## config.mk

```make
export PLATFORM = sky130hd
export DESIGN_NAME = dma_trig_seq
export DESIGN_NICKNAME = d
export VERILOG_FILES = /design/src/rtl/dma_trig_seq_pkg.sv /design/src/rtl/dma_trig_sync.sv /design/src/rtl/dma_trig_flag.sv /design/src/rtl/dma_burst_seq.sv /design/src/rtl/dma_trig_seq.sv
export SDC_FILE = /design/constraint.sdc
export NUM_CORES = 1
export LEC_CHECK = 0
export ABC_AREA = 1
export BUFFER_PORTS_ARGS = -buffer_cell sky130_fd_sc_hd__buf_2
export CORE_MARGIN = 4
export CORE_UTILIZATION = 47
export DETAILED_ROUTE_END_ITERATION = 6
export PLACE_DENSITY = 0.83
export SETUP_SLACK_MARGIN = 0.4
export SYNTH_ARGS = -nofsm -noshare
export SYNTH_HDL_FRONTEND = slang
export SYNTH_SLANG_ARGS = --single-unit
```

## constraint.sdc

```tcl
create_clock -name clk -period 3.7 [get_ports clk]
set_clock_uncertainty 0.05 [all_clocks]
set_input_delay 0.74 -clock clk [delete_from_list [all_inputs] [get_ports clk]]
set_output_delay 0.74 -clock clk [all_outputs]
set_load 0.05 [all_outputs]
```

## src/rtl/dma_trig_seq_pkg.sv

```systemverilog
package dma_trig_seq_pkg;
  localparam int CFG_W  = 19;
  localparam int POW_W  = 4;
  localparam int PRIO_W = 3;

  typedef struct packed {
    logic              req_en;
    logic              hw_en;
    logic              pol_hi;
    logic              lvl_mode;
    logic              burst_mode;
    logic [POW_W-1:0]  pow;
    logic              src_wrap;
    logic              dst_wrap;
    logic [PRIO_W-1:0] prio;
  } chan_cfg_t;

  typedef enum logic {SEQ_IDLE, SEQ_BUSY} seq_state_t;

  function automatic chan_cfg_t cfg_decode(input logic [CFG_W-1:0] w);
    chan_cfg_t c;
    c.req_en     = w[0];
    c.hw_en      = w[1];
    c.pol_hi     = w[4];
    c.lvl_mode   = w[5];
    c.burst_mode = w[6];
    c.pow        = w[11:8];
    c.src_wrap   = w[14];
    c.dst_wrap   = w[15];
    c.prio       = w[18:16];
    return c;
  endfunction
endpackage

```

## src/rtl/dma_trig_sync.sv

```systemverilog
module dma_trig_sync #(
  parameter int STAGES = 2
) (
  input  logic clk,
  input  logic rst,
  input  logic async_in,
  output logic lvl,
  output logic rise,
  output logic fall
);
  logic [STAGES-1:0] chain_q;
  logic              last_q;

  always_ff @(posedge clk) begin
    if (rst) begin
      chain_q <= '0;
      last_q  <= 1'b0;
    end else begin
      chain_q <= {chain_q[STAGES-2:0], async_in};
      last_q  <= chain_q[STAGES-1];
    end
  end

  assign lvl  = chain_q[STAGES-1];
  assign rise = lvl & ~last_q;
  assign fall = ~lvl & last_q;
endmodule

```

## src/rtl/dma_trig_flag.sv

```systemverilog
module dma_trig_flag (
  input  logic clk,
  input  logic rst,
  input  logic hw_en,
  input  logic lvl_mode,
  input  logic pol_hi,
  input  logic sync_lvl,
  input  logic sync_rise,
  input  logic sync_fall,
  input  logic sw_set,
  input  logic clr_req,
  input  logic desc_done,
  input  logic desc_clrtrig,
  input  logic consume,
  output logic flag
);
  logic follow_level;
  logic hw_edge;
  logic set_any;
  logic clr_any;

  always_comb begin
    follow_level = hw_en & lvl_mode;
    hw_edge      = hw_en & ~lvl_mode & (pol_hi ? sync_rise : sync_fall);
    set_any      = hw_edge | sw_set;
    clr_any      = clr_req | (desc_done & desc_clrtrig) | consume;
  end

  // a set and a clear in the same cycle: the set is kept
  always_ff @(posedge clk) begin
    if (rst)               flag <= 1'b0;
    else if (follow_level) flag <= (sync_lvl == pol_hi);
    else if (set_any)      flag <= 1'b1;
    else if (clr_any)      flag <= 1'b0;
  end
endmodule

```

## src/rtl/dma_burst_seq.sv

```systemverilog
module dma_burst_seq
  import dma_trig_seq_pkg::*;
#(
  parameter int MAX_POW = 10,
  parameter int LEN_W   = MAX_POW + 1
) (
  input  logic              clk,
  input  logic              rst,
  input  chan_cfg_t         cfg,
  input  logic              trig_flag,
  input  logic              periph_req,
  input  logic              desc_valid,
  input  logic              set_valid,
  input  logic              burst_done,
  output logic              grant,
  output logic [LEN_W-1:0]  burst_len,
  output logic              src_wrap,
  output logic              dst_wrap,
  output logic [PRIO_W-1:0] prio,
  output logic              valid_pend,
  output logic              consume
);
  seq_state_t       state;
  logic [POW_W-1:0] pow_eff;
  logic [LEN_W-1:0] len_next;
  logic             go;

  always_comb begin
    pow_eff  = (int'(cfg.pow) > MAX_POW) ? POW_W'(MAX_POW) : cfg.pow;
    len_next = cfg.burst_mode ? (LEN_W'(1) << pow_eff) : LEN_W'(1);
    go       = (state == SEQ_IDLE) & trig_flag &
               (~cfg.req_en | periph_req) & (desc_valid | valid_pend);
    consume  = (state == SEQ_BUSY) & burst_done &
               ~(cfg.hw_en & cfg.lvl_mode) & ~cfg.burst_mode;
  end

  always_ff @(posedge clk) begin
    if (rst) begin
      state      <= SEQ_IDLE;
      grant      <= 1'b0;
      burst_len  <= '0;
      src_wrap   <= 1'b0;
      dst_wrap   <= 1'b0;
      prio       <= '0;
      valid_pend <= 1'b0;
    end else begin
      grant <= go;
      if (go) begin
        burst_len <= len_next;
        src_wrap  <= cfg.src_wrap;
        dst_wrap  <= cfg.dst_wrap;
        prio      <= cfg.prio;
      end
      if (set_valid) valid_pend <= 1'b1;
      else if (go)   valid_pend <= 1'b0;
      case (state)
        SEQ_IDLE: if (go)         state <= SEQ_BUSY;
        SEQ_BUSY: if (burst_done) state <= SEQ_IDLE;
        default:                  state <= SEQ_IDLE;
      endcase
    end
  end
endmodule

```

## src/rtl/dma_trig_seq.sv

```systemverilog
module dma_trig_seq
  import dma_trig_seq_pkg::*;
#(
  parameter int MAX_POW     = 10,
  parameter int SYNC_STAGES = 2,
  parameter int LEN_W       = MAX_POW + 1
) (
  input  logic              clk,
  input  logic              rst,
  input  logic [CFG_W-1:0]  cfg_word,
  input  logic              periph_req,
  input  logic              hw_trig,
  input  logic              sw_trig,
  input  logic              set_trig,
  input  logic              clr_trig,
  input  logic              set_valid,
  input  logic              desc_valid,
  input  logic              desc_done,
  input  logic              desc_clrtrig,
  input  logic              burst_done,
  output logic              grant,
  output logic [LEN_W-1:0]  burst_len,
  output logic              src_wrap,
  output logic              dst_wrap,
  output logic [PRIO_W-1:0] prio,
  output logic [2:0]        status
);
  chan_cfg_t cfg;
  logic      s_lvl, s_rise, s_fall;
  logic      flag, vpend, consume;

  assign cfg = cfg_decode(cfg_word);

  dma_trig_sync #(.STAGES(SYNC_STAGES)) u_sync (
    .clk(clk), .rst(rst), .async_in(hw_trig),
    .lvl(s_lvl), .rise(s_rise), .fall(s_fall)
  );

  dma_trig_flag u_flag (
    .clk(clk), .rst(rst),
    .hw_en(cfg.hw_en), .lvl_mode(cfg.lvl_mode), .pol_hi(cfg.pol_hi),
    .sync_lvl(s_lvl), .sync_rise(s_rise), .sync_fall(s_fall),
    .sw_set(sw_trig | set_trig), .clr_req(clr_trig),
    .desc_done(desc_done), .desc_clrtrig(desc_clrtrig),
    .consume(consume), .flag(flag)
  );

  dma_burst_seq #(.MAX_POW(MAX_POW), .LEN_W(LEN_W)) u_seq (
    .clk(clk), .rst(rst), .cfg(cfg), .trig_flag(flag),
    .periph_req(periph_req), .desc_valid(desc_valid), .set_valid(set_valid),
    .burst_done(burst_done), .grant(grant), .burst_len(burst_len),
    .src_wrap(src_wrap), .dst_wrap(dst_wrap), .prio(prio),
    .valid_pend(vpend), .consume(consume)
  );

  assign status = {flag, 1'b0, vpend};
endmodule

```

==> run summary, run 1 <==
================================================================================
Status                                                              complete, no violations
Top Family by Delay on Critical Path                                  flip-flops
Count of final hold-check violations                                           0
Peak fanout along the critical path                                            3
Arr. time, crit path                                                     0.97 ns
H-Tree Level Count                                                             1
Endpoint class of the critical path                                   output pin
Final cell count without fillers                                             208
Clock Latency Late Sink                                                  0.30 ns
Most used DFF post-synth                                                 dfxtp_1
Clk slew on worst S/H paths                                              0.11 ns
Area share of the largest cell type after synthesis                        45.9%
Clock Tree Buf Depth                                                           2
Global-route usage over all layers                                         16.3%
Dpl cells                                                                    204
Met2 Wirelength                                                          1130 um
Number of antenna violations at the first check in global routing              0
Initial core utilization                                                   50.1%
Largest net degree at the start of global routing                             19
Met3 wire length                                                          157 um
CTS hold repair buffers                                                        0
Buffers & Inverters on Critical Path                                           1
Final setup viols                                                              0
Crit path max-delay cell type                                            dfxtp_1
Clock root buffer                                                       clkbuf_4
Seq cells post-synth                                                          23
Yosys top cell by area                                                   dfxtp_1
Post-CTS setup repair buffer count                                             0
Overall power of the completed layout                                     470 uW
Most numerous cell in the Yosys netlist                                   nor2_1
FMAX                                                                     570 MHz
Max stage delay on crit path                                             0.38 ns
Y dimension of the die                                                   54.2 um
Last weighted congestion value of the routability-driven placer            0.843
Maximum VDD drop                                                        0.206 mV
Area of the die                                                        2940 um^2
Clock sink total                                                              23
Number of flops mapped to enable cells by yosys                                0
Mapped Cells                                                                 140
Category of the worst setup path launch point                               flop
Routed wirelength normalized by instance count                           11.1 um
Core outline area                                                      2000 um^2
Seq pwr share                                                              55.8%
Ranking of synthesized cells by instance count                      nor2_1, nand2_1, dfxtp_1, a21oi_1, inv_1
Wire length on met1                                                      1020 um
Asr flop ratio synth                                                          0%
Critical-path cell list                                                    buf_2
Max-cap viol count                                                             0
PortBufs                                                                      44
Unrepaired setup endpoints after global routing                            false
Post-route core utilization                                                61.4%
Die Span X                                                               54.2 um
Number of antenna repair diodes                                                0
Part of the power in the clock network                                     24.4%
Largest cells by area after synthesis                               dfxtp_1, nor2_1, nand2_1
Clock tree from TritonCTS                                                  built
Final HPWL DP                                                            1720 um
Leakage power summed over all cells                                     0.600 nW
Proportion of layout cells with a drive suffix above 1                     28.7%
Drc violations                                                                 0
Power dissipated by switching net loads                                   144 uW
Area grow syn2layout                                                       22.6%
Number of detailed-route iterations in the first pass                          4
Number of I/O pins                                                            51
Fraction of power spent switching nets                                     30.7%
Wire length of the first global-routing pass                             3460 um
Power density normalized to cell area                                382 nW/um^2
Final wirelength                                                         2320 um
Sum Neg Setup Slack                                                         0 ns
Worst min-delay path category                                         reg -> reg
Synthesis warning total                                                        0
Final slew viol count                                                          0
Worst Path Required                                                      2.91 ns
Total internal power                                                      326 uW
Floorplan row count                                                           16
Worst Slack Setup Final                                                  1.94 ns
Nets@finish                                                                  213
Area of placed instances                                               1200 um^2
Syn Std Cell Area                                                      1000 um^2
Via-per-instance ratio                                                      4.86
Start-to-end type of the worst setup path                             reg -> out
Vias in the first global route                                               889
Cell area after layout                                                 1230 um^2
Minimum clock period                                                     1.76 ns
Number of buffers created by CTS                                               3
Register area share after synthesis                                        45.9%
Antenna Violating Nets Remaining                                               0
Final Hold Slack                                                        0.369 ns
Placement Setup Slack                                                    1.93 ns
# resized after CTS                                                            0
Period utilisation layout                                                  47.4%
Uppermost signal routing layer after detailed routing                       met4
Total via count in the routed design                                        1010
Syn avg cell area                                                      7.17 um^2
Part of the total power dissipated in combinational logic                  19.8%
Number of nets in the synthesized netlist                                    171
Violation count after the first detailed-routing iteration                    19
Count of unique library cells instantiated by Yosys                           19
Sum of overflow across all layers after global routing                         0
================================================================================
[layout by cell type, fill, tap and decap left out]
cell type  instances
a21oi_1           14
buf_2             44
clkbuf_1           1
clkbuf_4           3
clkinv_1           1
conb_1             1
dfxtp_1           23
inv_1             12
nand2_1           24
nand2_2            1
nand3_1            8
nand3b_2           1
nand4_1            6
nor2_1            30
nor2_2             2
nor2_4             1
nor3_1             1
o21ai_0            8
[cell type report]
type	count	area [um^2]
Timing Repair Buffer	44	220
Inverter	13	48.8
Tap cell	27	33.8
Clock buffer	4	26.3
Multi-Input combinational cell	97	440
Sequential cell	23	460
Fill cell	189	772
[sequential cells by signal, summed over array words and instances, names as in the netlist]
signal / count
u_sync.chain_q: 2
u_seq.valid_pend: 1
u_sync.last_q: 1
u_seq.burst_len: 11
u_seq.grant: 1
u_seq.state: 1
u_seq.src_wrap: 1
u_seq.dst_wrap: 1
u_seq.prio: 3
u_flag.flag: 1
[cells by family (layout without fill, tap and decap cells)]
family,Yosys count,in the layout,share of synthesized area [%]
flip-flops,23,23,45.9
AO/OA/AOI/OAI,22,22,11.0
AND/OR/NAND/NOR,74,74,32.5
other,1,1,0.374
buffers and inverters,20,61,10.2
[power groups by stage]
stage | clock (mW) | combinational, mW | sequential (mW)
5_1_grt | 0.129 | 0.101 | 0.263
4_1_cts | 0.118 | 0.0933 | 0.262
6_report | 0.115 | 0.0933 | 0.262
2_1_floorplan | 0 | 0.0473 | 0.290
3_5_place_dp | 0 | 0.0929 | 0.268
3_3_place_gp | 0 | 0.0903 | 0.267
[path summary, 6_finish.rpt]
kind         cells after the start  slack [ns]                           from                         endpoint
max reg2reg                      4        2.35  u_seq.valid_pend$_SDFFE_PP0P_  u_seq.burst_len[0]$_SDFFE_PP0P_
max                              1        1.94  u_seq.valid_pend$_SDFFE_PP0P_                        status[0]
min reg2reg                      2        0.37   u_sync.chain_q[0]$_SDFF_PP0_     u_sync.chain_q[1]$_SDFF_PP0_
min                              2        0.37   u_sync.chain_q[0]$_SDFF_PP0_     u_sync.chain_q[1]$_SDFF_PP0_
[metal layers]
| metal | track usage [%] | vias up |
|---|---|---|
| li1 | - | 531 |
| met1 | 17.6 | 437 |
| met2 | 29.7 | 38 |
| met3 | 2.49 | 4 |
| met4 | 9.13 | 0 |
| met5 | 0 | - |
Power figures use the tool's default switching activity.
==> inputs of run 2 (changes only) <==
- CORE_UTILIZATION: 47 -> 44
- PLACE_DENSITY: 0.83 -> 0.79
- clock period: 3.7 -> 1.7 ns (I/O delays scaled with it)
==> run summary, run 2 (synthesis gave the netlist of run 1 again) <==
================================================================================
Minimum clock period                                                     1.26 ns
Max-cap viol count                                                             0   unchanged
Nets@finish                                                                  215   +0.94%
Buffers & Inverters on Critical Path                                           1   unchanged
Antenna Violating Nets Remaining                                               0   unchanged
FMAX                                                                     795 MHz
Arr. time, crit path                                                     0.87 ns   -0.10 ns
Y dimension of the die                                                   55.8 um   +2.9%
Category of the worst setup path launch point                               flop
Critical register-to-register path endpoint                         u_seq.burst_len[8]$_SDFFE_PP0P_
Endpoint class of the critical path                                   output pin
Period utilisation layout                                                  74.0%
Peak fanout along the critical path                                            2   -1
Clock root buffer                                                       clkbuf_4
Final Hold Slack                                                        0.176 ns   -0.193 ns
Startpoint of the lowest-slack hold path                                 hw_trig
CTS hold repair buffers                                                        0   unchanged
Layout fillers                                                               201   +6.3%
Combined area of the multi-input logic cells                            440 um^2   unchanged
Registers with the most flip-flops                                  u_seq.burst_len x11, u_seq.prio x3, u_sync.chain_q x2
Core outline area                                                      2190 um^2   +9.4%
Post-route core utilization                                                60.4%   -1.1 points
Total via count in the routed design                                        1022   +1.2%
Area grow syn2layout                                                       31.8%
Status                                                              complete, no violations
Number of antenna repair diodes                                                0   unchanged
Terminating pin of the worst hold path                              u_sync.chain_q[0]$_SDFF_PP0_
H-Tree Level Count                                                             1   unchanged
Via-per-instance ratio                                                      4.84   -0.25%
Power density normalized to cell area                                787 nW/um^2   +110%
Worst R2R Path Depth                                                           7   +3
Critical-path cell list                                                    buf_4
Routed wirelength normalized by instance count                           10.8 um   -3.2%
Leakage power summed over all cells                                     0.616 nW   +2.7%
Clock sink total                                                              23   unchanged
Proportion of layout cells with a drive suffix above 1                     30.1%   +1.3 points
PortBufs                                                                      44   unchanged
Clock Tree Buf Depth                                                           2   unchanged
Unrepaired setup endpoints after global routing                            false
Final slew viol count                                                          0   unchanged
Sum Neg Setup Slack                                                         0 ns   unchanged
Final setup viols                                                              0   unchanged
Global-route usage over all layers                                         14.6%   -1.7 points
Area of the die                                                        3110 um^2   +5.8%
Wire length on met1                                                       895 um   -12%
Last weighted congestion value of the routability-driven placer            0.843   unchanged
Leading cell types in the layout, fill and taps excluded            nor2_1, buf_2, nand2_1
Wire length of the first global-routing pass                             3640 um   +5.0%
Number of detailed-route iterations in the first pass                          4   unchanged
Vias in the first global route                                               908   +2.1%
Worst hold stages                                                              3   +1
Largest register FFs                                                          11   unchanged
Number of buffers created by CTS                                               3   unchanged
Max stage delay on crit path                                             0.36 ns   -0.02 ns
Met3 wire length                                                          211 um   +34%
Met2 Wirelength                                                          1120 um   -0.89%
Clock tree from TritonCTS                                                  built
Worst Path Required                                                      1.31 ns   -1.60 ns
Initial core utilization                                                   45.8%   -4.3 points
Clock Latency Late Sink                                                  0.30 ns   about the same
Floorplan row count                                                           17   +1
Worst min-delay path category                                          in -> reg
Sum of overflow across all layers after global routing                         0   unchanged
Clk slew on worst S/H paths                                              0.11 ns   about the same
Number of antenna violations at the first check in global routing              0   unchanged
Maximum VDD drop                                                        0.463 mV   +130%
Start-to-end type of the worst setup path                             reg -> out
Worst flop-to-flop path startpoint                                  u_flag.flag$_SDFFE_PP0P_
Sequential cell area                                                    462 um^2   +0.27%
Top Family by Delay on Critical Path                                  flip-flops
Final wirelength                                                         2280 um   -1.9%
Register ranked first by flip-flop count                            u_seq.burst_len
Final HPWL DP                                                            1740 um   +0.94%
Worst reg-to-reg setup slack                                             0.49 ns   -1.86 ns
Drc violations                                                                 0   unchanged
Number of I/O pins                                                            51   unchanged
Leading cell type in the layout, fill and taps excluded                   nor2_1
Uppermost signal routing layer after detailed routing                       met4
Count of final hold-check violations                                           0   unchanged
Largest net degree at the start of global routing                             19   unchanged
Die Span X                                                               55.8 um   +2.9%
Crit path max-delay cell type                                            dfxtp_1
Violation count after the first detailed-routing iteration                    32   +13
================================================================================
[run 2: cell count changes in the layout (fill, tap and decap cells not counted)]
cell	change
buf_2	-19
buf_6	+4
buf_4	+15
dfxtp_1	-1
clkbuf_4	+1
buf_12	+1
dfxtp_2	+1
[run 2: final cells by class]
class                   instances  area share [%]
clock buffers                   4            1.99
inverters                      13            3.69
multi-input cells              97            33.3
flip-flops and latches         23            34.9
well taps                      28            2.65
repair buffers                 46            23.5
[run 2: tightest hold or removal path, delay by kind of cell]
| family | cells | cell delay [ns] |
|---|---|---|
| buffers and inverters | 2 | 0.13 |
| AND/OR/NAND/NOR | 1 | 0.03 |
[run 2: metal layers]
layer	global-route usage, %	vias to the layer above
met5	0	-
met4	9.03	0
met3	3.25	5
met2	25.3	42
met1	15.8	448
li1	-	527
[run 2: worst max-delay path by stage]
| stage | start | to | slack (ns) | cells after the start |
|---|---|---|---|---|
| after detailed placement | cfg_word[0] | u_seq.burst_len[10]$_SDFFE_PP0P_ | 0.40 | 6 |
| after global routing | u_seq.burst_len[8]$_SDFFE_PP0P_ | burst_len[8] | 0.40 | 1 |
| after floorplan | u_seq.valid_pend$_SDFFE_PP0P_ | u_seq.burst_len[0]$_SDFFE_PP0P_ | 0.52 | 5 |
| after global placement | cfg_word[0] | u_seq.burst_len[10]$_SDFFE_PP0P_ | 0.44 | 6 |
| final | u_seq.burst_len[8]$_SDFFE_PP0P_ | burst_len[8] | 0.44 | 1 |
| after CTS | u_seq.valid_pend$_SDFFE_PP0P_ | status[0] | 0.39 | 1 |
[run 2: where the power goes]
part | total, mW | switching (mW) | internal (mW) | leakage [nW]
registers | 0.572 | 0.0115 | 0.561 | 0.188
logic | 0.225 | 0.148 | 0.0774 | 0.413
clock network | 0.243 | 0.151 | 0.0916 | 0.0150
total | 1.04 | 0.311 | 0.730 | 0.616
[run 2: timing repair]
item,in CTS,in global routing
endpoints found under the setup margin,18,20
resized for setup,18,6
pin swaps,0,1
buffers inserted,0,1
[run 2: per-stage QoR]
stage / cells / total power, mW / area (um^2) / setup WS (ns)
after floorplan: 140 / 0.733 / 1000 / 0.517
after detailed placement: 206 / 0.788 / 1210 / 0.396
final: 211 / 1.04 / 1320 / 0.443
after CTS: 210 / 1.05 / 1280 / 0.391
after global routing: 211 / 1.10 / 1320 / 0.398
after global placement: 206 / 0.782 / 1210 / 0.438
==> inputs of run 3 (changes only) <==
- clock period: 1.7 -> 1.3 ns (I/O delays scaled with it)
==> run summary, run 3 (synthesis gave the netlist of run 1 again) <==
================================================================================
Wire length of the first global-routing pass                             4320 um   +19%
Worst min-delay path category                                          in -> reg
Overall power of the completed layout                                    1.45 mW   +40%
Sequential cell area                                                    489 um^2   +6.0%
Layout fillers                                                               162   -19%
Category of the worst setup path launch point                               flop
Leading cell type in the layout, fill and taps excluded                   nor2_1
Sum Neg Setup Slack                                                         0 ns   unchanged
Dpl cells                                                                    206   unchanged
Global-route usage over all layers                                         17.1%   +2.5 points
Area of the die                                                        3110 um^2   unchanged
Start-to-end type of the worst setup path                             reg -> reg
Initial core utilization                                                   45.8%   unchanged
Number of antenna violations at the first check in global routing              0   unchanged
Arr. time, crit path                                                     1.36 ns   +0.49 ns
Final setup viols                                                              0   unchanged
Unrepaired setup endpoints after global routing                             true
Number of antenna repair diodes                                                0   unchanged
Endpoint class of the critical path                                         flop
Clock root buffer                                                       clkbuf_4
Status                                                              complete, no violations
Proportion of layout cells with a drive suffix above 1                     47.6%   +18 points
Critical-path cell list                                             inv_2 -> nor2_4 -> nand2_2 -> nor2_4 -> buf_12 -> nand2_1 -> a21oi_2
Count of final hold-check violations                                           0   unchanged
PortBufs                                                                      44   unchanged
Max-cap viol count                                                             0   unchanged
Most numerous cell on the critical path                                   nor2_4
Die Span X                                                               55.8 um   unchanged
Number of I/O pins                                                            51   unchanged
Leading cell types in the layout, fill and taps excluded            nor2_1, buf_2, nand2_1
Final wirelength                                                         2670 um   +17%
Crit path max-delay cell type                                            dfxtp_2
Post-route core utilization                                                72.5%   +12 points
Total via count in the routed design                                        1091   +6.8%
Core outline area                                                      2190 um^2   unchanged
Maximum VDD drop                                                        0.715 mV   +54%
Vias in the first global route                                              1006   +11%
Clock sink total                                                              23   unchanged
Largest register FFs                                                          11   unchanged
H-Tree Level Count                                                             1   unchanged
Minimum clock period                                                     1.17 ns
Register ranked first by flip-flop count                            u_seq.burst_len
Worst Path Required                                                      1.48 ns   +0.17 ns
Antenna Violating Nets Remaining                                               0   unchanged
Routed wirelength normalized by instance count                           12.2 um   +13%
Final HPWL DP                                                            1740 um   -0.29%
Clock Tree Buf Depth                                                           2   unchanged
FMAX                                                                     851 MHz
Power density normalized to cell area                                916 nW/um^2   +16%
Y dimension of the die                                                   55.8 um   unchanged
Clock Latency Late Sink                                                  0.30 ns   about the same
Max stage delay on crit path                                             0.35 ns   about the same
Nets@finish                                                                  223   +3.7%
Leakage power summed over all cells                                     0.717 nW   +16%
Via-per-instance ratio                                                      4.98   +2.9%
Number of buffers created by CTS                                               3   unchanged
Sum of overflow across all layers after global routing                         0   unchanged
Registers with the most flip-flops                                  u_seq.burst_len x11, u_seq.prio x3, u_sync.chain_q x2
Area grow syn2layout                                                       58.2%
Period utilisation layout                                                  90.4%
Clock tree from TritonCTS                                                  built
Largest net degree at the start of global routing                             17   -2
Number of detailed-route iterations in the first pass                          4   unchanged
Violation count after the first detailed-routing iteration                    34   +6.3%
Combined area of the multi-input logic cells                            524 um^2   +19%
Drc violations                                                                 0   unchanged
Clk slew on worst S/H paths                                              0.12 ns   about the same
Peak fanout along the critical path                                           16   +14
Final slew viol count                                                          0   unchanged
Last weighted congestion value of the routability-driven placer            0.811   -3.8%
Final cell count without fillers                                             219   +3.8%
Floorplan row count                                                           17   unchanged
================================================================================
==> run 3: changes by cell type in the layout (fill, tap and decap cells not counted), sizes merged <==
cell    change
nand3b      +2
buf         +7
clkbuf      -1
==> run 3: per-layer routing <==
layer  wire length [um]  global-route usage [%]  part of all wire, %  up-vias
li1                   -                       -                    -      553
met3                191                    3.48                  7.2        5
met5                  0                       0                    0        -
met2               1380                    31.1                   52       38
met4                 35                    5.56                  1.3        0
met1               1070                    19.7                   40      495
==> run 3: final timing paths <==
path	start	end	slack (ns)	cells after the start
min reg2reg	u_sync.chain_q[0]$_SDFF_PP0_	u_sync.chain_q[1]$_SDFF_PP0_	0.35	2
max	u_flag.flag$_SDFFE_PP0P_	u_seq.burst_len[5]$_SDFFE_PP0P_	0.13	7
min	set_valid	u_seq.valid_pend$_SDFFE_PP0P_	0.11	3
max reg2reg	u_flag.flag$_SDFFE_PP0P_	u_seq.burst_len[5]$_SDFFE_PP0P_	0.13	7
==> run 3: timing repair <==
item,4_1_cts,5_1_grt
setup buffers,4,3
resized for setup,60,16
pin swaps,1,2
cloned,2,0
endpoints found under the setup margin,39,39
hold buffers,0,0
==> run 3: final cells by class <==
| cell class | count | share of cell area, % |
|---|---|---|
| inverter | 13 | 3.07 |
| sequential | 23 | 30.8 |
| timing repair buffer | 52 | 29.2 |
| tap | 28 | 2.21 |
| multi-input combinational | 99 | 33.0 |
| clock buffer | 4 | 1.65 |
==> run 3: power by group <==
part,internal (mW),switching (mW),total [mW]
Combinational,0.157,0.219,0.377
Sequential,0.737,0.0253,0.763
Clock,0.119,0.196,0.315
==> run 3: per-stage QoR <==
step	area, um^2	setup WS [ns]	hold WS [ns]
after global placement	1240	0.0735	0.341
after detailed placement	1240	0.0616	0.349
after global routing	1590	0.0191	0.123
final	1590	0.125	0.107
after floorplan	1030	0.219	0.317
after CTS	1510	0.125	0.104
==> run 3: worst max-delay path, delay by kind of cell, from the launching register on <==
kind                   cells  cell delay [ns]
AO/OA/AOI/OAI              1             0.13
buffers and inverters      2             0.19
AND/OR/NAND/NOR            4             0.40
flip-flops                 1             0.35
